===== src/rtl/portirq_pkg.sv =====
package portirq_pkg;
  localparam int ADDR_W = 3;
  localparam logic [ADDR_W-1:0] A_DIR  = 3'd0;
  localparam logic [ADDR_W-1:0] A_POL  = 3'd1;
  localparam logic [ADDR_W-1:0] A_IEN  = 3'd2;
  localparam logic [ADDR_W-1:0] A_KBEN = 3'd3;
  localparam logic [ADDR_W-1:0] A_EDGE = 3'd4;
  localparam logic [ADDR_W-1:0] A_FLAG = 3'd5;

  // active level after polarity: pol 0 -> high active, pol 1 -> low active
  function automatic logic f_active(input logic lvl, input logic pol);
    return lvl ^ pol;
  endfunction

  // transition into the active level between two samples
  function automatic logic f_edge(input logic prev, input logic cur, input logic pol);
    return !f_active(prev, pol) && f_active(cur, pol);
  endfunction
endpackage


===== src/rtl/portirq_sync.sv =====
module portirq_sync #(
  parameter int W = 8
) (
  input  logic         clk,
  input  logic         rst_n,
  input  logic [W-1:0] d_i,
  output logic [W-1:0] q_o
);
  logic [W-1:0] stage1;

  // idle level of the port is high
  always_ff @(posedge clk or negedge rst_n) begin
    if (!rst_n) begin
      stage1 <= '1;
      q_o    <= '1;
    end else begin
      stage1 <= d_i;
      q_o    <= stage1;
    end
  end
endmodule


===== src/rtl/portirq_regs.sv =====
module portirq_regs
  import portirq_pkg::*;
#(
  parameter int NPIN = 8,
  parameter int NREQ = 4
) (
  input  logic              clk,
  input  logic              rst_n,
  input  logic              wr,
  input  logic [ADDR_W-1:0] addr,
  input  logic [NPIN-1:0]   wdata,
  input  logic [NREQ-1:0]   flags,
  output logic [NPIN-1:0]   rdata,
  output logic [NPIN-1:0]   dir,
  output logic [NPIN-1:0]   kben,
  output logic [NREQ-1:0]   pol,
  output logic [NREQ-1:0]   ien,
  output logic [NREQ-1:0]   edge_sel,
  output logic [NREQ-1:0]   flag_clr
);
  always_ff @(posedge clk or negedge rst_n) begin
    if (!rst_n) begin
      dir      <= '0;
      kben     <= '0;
      pol      <= '0;
      ien      <= '0;
      edge_sel <= '0;
    end else if (wr) begin
      case (addr)
        A_DIR:   dir      <= wdata;
        A_KBEN:  kben     <= wdata;
        A_POL:   pol      <= wdata[NREQ-1:0];
        A_IEN:   ien      <= wdata[NREQ-1:0];
        A_EDGE:  edge_sel <= wdata[NREQ-1:0];
        default: ;
      endcase
    end
  end

  assign flag_clr = (wr && addr == A_FLAG) ? wdata[NREQ-1:0] : '0;

  always_comb begin
    rdata = '0;
    case (addr)
      A_DIR:   rdata = dir;
      A_KBEN:  rdata = kben;
      A_POL:   rdata[NREQ-1:0] = pol;
      A_IEN:   rdata[NREQ-1:0] = ien;
      A_EDGE:  rdata[NREQ-1:0] = edge_sel;
      A_FLAG:  rdata[NREQ-1:0] = flags;
      default: rdata = '0;
    endcase
  end

  // upper enable bits never come back
  p_ien_reserved_r2: assert property (@(posedge clk) disable iff (!rst_n)
    (addr == A_IEN) |-> (rdata[NPIN-1:NREQ] == '0));
endmodule


===== src/rtl/portirq_req_det.sv =====
module portirq_req_det
  import portirq_pkg::*;
(
  input  logic clk,
  input  logic rst_n,
  input  logic pin_s,
  input  logic is_out,
  input  logic pol,
  input  logic en,
  input  logic edge_mode,
  input  logic clr,
  output logic irq,
  output logic lvl_req,
  output logic flag
);
  logic prev;
  logic edge_evt;

  always_ff @(posedge clk or negedge rst_n) begin
    if (!rst_n) prev <= 1'b1;
    else        prev <= pin_s;
  end

  assign edge_evt = edge_mode && !is_out && f_edge(prev, pin_s, pol);

  // set has priority over a software clear in the same cycle
  always_ff @(posedge clk or negedge rst_n) begin
    if (!rst_n)        flag <= 1'b0;
    else if (edge_evt) flag <= 1'b1;
    else if (clr)      flag <= 1'b0;
  end

  assign lvl_req = !edge_mode && !is_out && en && f_active(pin_s, pol);
  assign irq     = lvl_req || (edge_mode && en && flag);

  // a flag only appears after a detected edge
  p_flag_needs_edge_r8: assert property (@(posedge clk) disable iff (!rst_n)
    $rose(flag) |-> $past(edge_evt));
  // a flag only drops after a software clear
  p_flag_needs_clr_r9: assert property (@(posedge clk) disable iff (!rst_n)
    $fell(flag) |-> $past(clr));
endmodule


===== src/rtl/portirq_kbd.sv =====
module portirq_kbd #(
  parameter int NPIN = 8
) (
  input  logic            clk,
  input  logic            rst_n,
  input  logic [NPIN-1:0] pin_s,
  input  logic [NPIN-1:0] kben,
  input  logic [NPIN-1:0] dir,
  output logic            kbd
);
  logic [NPIN-1:0] key_down;

  assign key_down = kben & ~dir & ~pin_s;
  assign kbd      = |key_down;

  // release needs a pin or configuration change, never a clear strobe
  p_kbd_release_r6: assert property (@(posedge clk) disable iff (!rst_n)
    $fell(kbd) |-> (pin_s != $past(pin_s)) || (kben != $past(kben)) || (dir != $past(dir)));
endmodule


===== src/rtl/portirq_top.sv =====
module portirq_top
  import portirq_pkg::*;
#(
  parameter int NPIN = 8,
  parameter int NREQ = 4
) (
  input  logic              clk,
  input  logic              rst_n,
  input  logic [NPIN-1:0]   pin_i,
  input  logic              bus_wr,
  input  logic [ADDR_W-1:0] bus_addr,
  input  logic [NPIN-1:0]   bus_wdata,
  output logic [NPIN-1:0]   bus_rdata,
  output logic [NREQ-1:0]   irq_o,
  output logic              kbd_irq_o,
  output logic              wake_o
);
  logic [NPIN-1:0] pin_s, dir, kben;
  logic [NREQ-1:0] pol, ien, edge_sel, flag_clr, flags, lvl_req;

  portirq_sync #(.W(NPIN)) u_sync (
    .clk(clk), .rst_n(rst_n), .d_i(pin_i), .q_o(pin_s));

  portirq_regs #(.NPIN(NPIN), .NREQ(NREQ)) u_regs (
    .clk(clk), .rst_n(rst_n), .wr(bus_wr), .addr(bus_addr), .wdata(bus_wdata),
    .flags(flags), .rdata(bus_rdata), .dir(dir), .kben(kben), .pol(pol),
    .ien(ien), .edge_sel(edge_sel), .flag_clr(flag_clr));

  for (genvar i = 0; i < NREQ; i++) begin : g_req
    portirq_req_det u_det (
      .clk(clk), .rst_n(rst_n), .pin_s(pin_s[i]), .is_out(dir[i]), .pol(pol[i]),
      .en(ien[i]), .edge_mode(edge_sel[i]), .clr(flag_clr[i]),
      .irq(irq_o[i]), .lvl_req(lvl_req[i]), .flag(flags[i]));
  end

  portirq_kbd #(.NPIN(NPIN)) u_kbd (
    .clk(clk), .rst_n(rst_n), .pin_s(pin_s), .kben(kben), .dir(dir), .kbd(kbd_irq_o));

  assign wake_o = kbd_irq_o || (|lvl_req);

  // wake must trace back to keyboard or a level-mode request line
  p_wake_source_r10: assert property (@(posedge clk) disable iff (!rst_n)
    wake_o |-> (kbd_irq_o || |(irq_o & ~edge_sel)));
  // an output-direction request pin never shows a level request
  p_out_pin_quiet_r11: assert property (@(posedge clk) disable iff (!rst_n)
    |(lvl_req & dir[NREQ-1:0]) |-> 1'b0);
endmodule


===== config.mk =====
export PLATFORM = sky130hd
export DESIGN_NAME = portirq_top
export DESIGN_NICKNAME = d
export VERILOG_FILES = /design/src/rtl/portirq_pkg.sv /design/src/rtl/portirq_sync.sv /design/src/rtl/portirq_regs.sv /design/src/rtl/portirq_req_det.sv /design/src/rtl/portirq_kbd.sv /design/src/rtl/portirq_top.sv
export SDC_FILE = /design/constraint.sdc
export NUM_CORES = 1
export LEC_CHECK = 0
export ABC_AREA = 1
export BUFFER_PORTS_ARGS = -buffer_cell sky130_fd_sc_hd__buf_2
export CORE_MARGIN = 5
export CORE_UTILIZATION = 46
export DETAILED_ROUTE_END_ITERATION = 12
export MAX_ROUTING_LAYER = met4
export PLACE_DENSITY = 0.64
export SLEW_MARGIN = 40
export SYNTH_ARGS = -nofsm -noshare
export SYNTH_HDL_FRONTEND = slang
export SYNTH_SLANG_ARGS = --single-unit

===== constraint.sdc =====
create_clock -name clk -period 1.15 [get_ports clk]
set_input_delay 0.115 -clock clk [delete_from_list [all_inputs] [get_ports clk]]
set_output_delay 0.115 -clock clk [all_outputs]
set_load 0.01 [all_outputs]

==> parameters.txt <==
Parameter                              Value

STA
  Least setup slack across all paths after layout    -0.500 ns
  Minimum period implied by the final worst setup slack    1.65 ns
  Worst max-slew margin expressed relative to the limit    74.8%
  Final slew viol count    0
  Clk_skew    0.00493 ns
  RSZ-0062 raised after global routing    true
  Final Hold Fails    0
  Pin slew with the least headroom to its limit    0.376 ns
  Final-layout worst hold slack    0.0506 ns
  # setup viols final    12
  Portion of the clock cycle consumed by the worst path in the final layout    143%
  Achievable clock frequency    606 MHz

Routing
  Remaining design rule violation count    0
  Total length of routed wires    6.29 mm
  Post-DRT Antenna Nets    0
  Average detailed-routed wire length per instance    13.8 µm
  First drt pass iteration count    4
  Vias    2,176
  Number of DRC markers in iteration 0    169
  Post-detailed-route via-to-cell ratio    4.78

Logic synthesis
  Post-Syn Instances    285
  Yosys reg bits    52
  Area contributors post-synth    sky130_fd_sc_hd__dfrtp_1 33%, sky130_fd_sc_hd__dfstp_2 22%, sky130_fd_sc_hd__nand2_1 14%
  Most frequent cell after synthesis    sky130_fd_sc_hd__nand2_1
  Number of enable flip-flop cells after synthesis    0
  Sequential area share after synthesis    54.3%
  Post-synth top area share    32.8%
  Total standard cell area after synthesis    0.00244 mm²
  Post-Synthesis Mean Instance Area    8.57 µm²
  Cell type with the largest total area after synthesis    sky130_fd_sc_hd__dfrtp_1
  Yosys cell types    20
  Fraction of registers with async set or reset after synthesis    100%
  Top_reg_cell synth    sky130_fd_sc_hd__dfrtp_1
  Mapped Nets    307
  Count of synthesis-stage warnings from yosys    0
  Most numerous cell types in the synthesized netlist    93 x sky130_fd_sc_hd__nand2_1, 41 x sky130_fd_sc_hd__inv_1, 32 x sky130_fd_sc_hd__dfrtp_1, 32 x sky130_fd_sc_hd__o21ai_0, 20 x sky130_fd_sc_hd__dfstp_2

Floorplan
  Die outline height    82.9 µm
  Die Outline Area    0.00687 mm²
  Total I/O pin count    36
  Effective utilization at floorplan    47.5%
  Die extent in x    82.9 µm
  Area inside the core boundary    0.00514 mm²
  Num rows    26

Worst setup path
  Crit path max-delay cell type    sky130_fd_sc_hd__dfstp_2
  CP Launch Type    flop
  Worst setup path class    flop to output pin
  Series of cell instances along the critical path    inv_2 -> nand2_2 -> nand2_2 -> nand2_2 -> nand2_2 -> nor2_1 -> nand2_1 -> buf_2
  Most frequent cell on the critical path    sky130_fd_sc_hd__nand2_2
  Critical path arrival    1.53 ns
  Slowest cell delay on critical path    0.58 ns
  Family with the most delay on the worst path    flip-flops
  Max FO, Critical Path    3
  Required time at the worst-slack endpoint    1.03 ns
  Number of buffers and inverters on the critical path    2
  Setup crit end kind    output pin

Final layout
  Fin cells    455
  Area growth syn-to-layout    43.7%
  Share of post-route cells with drive strength above 1    47.8%
  Number of diodes added for antenna fixing    0
  Post-layout net count    406

Global routing
  Pin count of the biggest net entering global routing    41
  Remaining global-route overflow    0
  GRT Resource Usage Total    18.6%
  Number of antenna violations at the first check in global routing    0
  Global-route wire length before repair    10.3 mm
  Via count of the first global-routing pass    2,124

Clock network
  Clock Root Buffer    sky130_fd_sc_hd__clkbuf_8
  CTS tree    built
  Source-to-sink clock delay at the later pin of the worst-skew pair    0.31 ns
  Deepest clock path buffer count    2
  Clock-pin slew on the worst setup and hold paths    0.10 ns
  Num CTS Buffers    5
  Number of sinks handled by clock tree synthesis    52
  H-Tree Level Count    2

Placed design
  Half-perimeter wire length after detailed placement    4.27 mm
  Final weighted congestion of routability-driven global placement    0.907
  IO Port Bufs    35
  Placed instance count    424

Power and ir drop
  PD cells    1480 mW/mm²
  Overall Power    5.18 mW
  P_leak    1.79 nW
  Maximum ir drop on the vdd rail    0.00120 V

Status
  Status    complete, but fails checks
  Violated checks    setup timing

Worst hold path
  Path class of the lowest-slack min-delay path    input pin to flop

Flow run
  Count of max-cap constraint violations    0
[power breakdown]
part	leakage [nW]	switching, mW	internal [mW]
combinational	1.12	0.755	0.756
sequential	0.605	0.238	2.14
clock	0.0607	0.616	0.671
[worst reg2reg max path: stages (launching register included)]
cell,delay (ns)
sky130_fd_sc_hd__dfstp_2,0.55
sky130_fd_sc_hd__buf_4,0.11
sky130_fd_sc_hd__nand2_1,0.05
sky130_fd_sc_hd__nand2_2,0.07
sky130_fd_sc_hd__buf_4,0.11
sky130_fd_sc_hd__buf_4,0.09
sky130_fd_sc_hd__nand4_1,0.09
sky130_fd_sc_hd__o21ai_1,0.08
[cell families (layout without fill, tap and decap cells)]
| family | Yosys count | count (layout) | synth area share, % |
|---|---|---|---|
| xor+xnor | 4 | 4 | 1.43 |
| flops | 52 | 52 | 54.3 |
| simple gates | 139 | 139 | 25.6 |
| buf+inv | 50 | 150 | 9.22 |
| compound gates | 40 | 40 | 9.43 |
[area by class of cell]
cell class                 instances  area (µm²)
fill                             448        1630
sequential                        52        1330
multi-input combinational        183        1020
timing repair buffer              99         791
inverter                          43         161
tap                               70        87.6
clock buffer                       5        68.8
clock inverter                     3        50.0
[cell usage in the layout (no fill, tap or decap), types with 3 or more instances in the layout]
cell	netlist	final
sky130_fd_sc_hd__nand2_1	93	69
sky130_fd_sc_hd__buf_4	4	40
sky130_fd_sc_hd__inv_1	41	32
sky130_fd_sc_hd__dfrtp_1	32	31
sky130_fd_sc_hd__buf_2	0	31
sky130_fd_sc_hd__nand2_2	4	26
sky130_fd_sc_hd__o21ai_0	32	22
sky130_fd_sc_hd__dfstp_2	20	20
sky130_fd_sc_hd__o21ai_2	8	14
sky130_fd_sc_hd__buf_6	3	14
sky130_fd_sc_hd__inv_2	2	11
sky130_fd_sc_hd__nand3_1	13	9
sky130_fd_sc_hd__dlygate4sd3_1	0	9
sky130_fd_sc_hd__nand4_1	8	8
sky130_fd_sc_hd__nor2_1	11	8
sky130_fd_sc_hd__clkbuf_8	0	5
sky130_fd_sc_hd__o21ai_1	0	4
sky130_fd_sc_hd__xnor2_1	4	4
sky130_fd_sc_hd__buf_12	0	4
sky130_fd_sc_hd__nor2_2	0	3
sky130_fd_sc_hd__nand2_4	1	3
sky130_fd_sc_hd__nand3b_1	3	3
sky130_fd_sc_hd__nand3_2	0	3
[final timing paths]
kind | slack [ns] | cells after the start | end | start
setup / recovery | -0.50 | 8 | wake_o | u_sync.q_o[1]
hold / removal | 0.05 | 3 | u_regs.kben[5] | bus_wdata[5]
setup reg to reg | -0.08 | 7 | g_req[3].u_det.flag | u_sync.q_o[3]
hold reg to reg | 0.36 | 0 | u_sync.q_o[2] | u_sync.stage1[2]
max in group asynchronous | 0.34 | 3 | u_sync.stage1[4] | rst_n
min in group asynchronous | 0.24 | 2 | u_regs.edge_sel[0] | rst_n
[layer usage]
metal	global-route usage [%]	vias to the layer above	routed length [µm]	part of all wire (%)
met4	5.35	0	101	1.6
met3	3.27	9	277	4.4
li1	-	1090	-	-
met1	25.7	1020	2820	45
met5	-	-	0	0
met2	28.3	57	3100	49
[through the flow]
| stage | worst slack (ns) | TNS [ns] | utilization, % | area (µm²) |
|---|---|---|---|---|
| after floorplan | 0.0717 | 0 | - | 2440 |
| after global placement | -0.128 | -1.71 | 58.3 | 3000 |
| after detailed placement | -0.141 | -2.22 | 58.3 | 3000 |
| after CTS | -0.445 | -3.08 | 64.5 | 3310 |
| after global routing | -0.539 | -4.09 | 68.3 | 3510 |
| final | -0.500 | -3.29 | 68.3 | 3510 |
[flip-flops by register name (all words and copies together) (netlist names)]
signal and flops:
g_req.u_det.flag 4, u_sync.q_o 8, u_regs.kben 8, u_regs.ien 4, u_regs.edge_sel 4, u_regs.dir 8
u_sync.stage1 8, u_regs.pol 4, g_req.u_det.prev 4
[what timing repair did]
item,CTS,global route
hold endpoints to repair,20,0
hold buffers,9,0
pin swaps,24,23
setup endpoints to repair,13,15
buffers inserted,4,10
resized for setup,31,45
No activity file was read; power rests on OpenSTA's default activity.
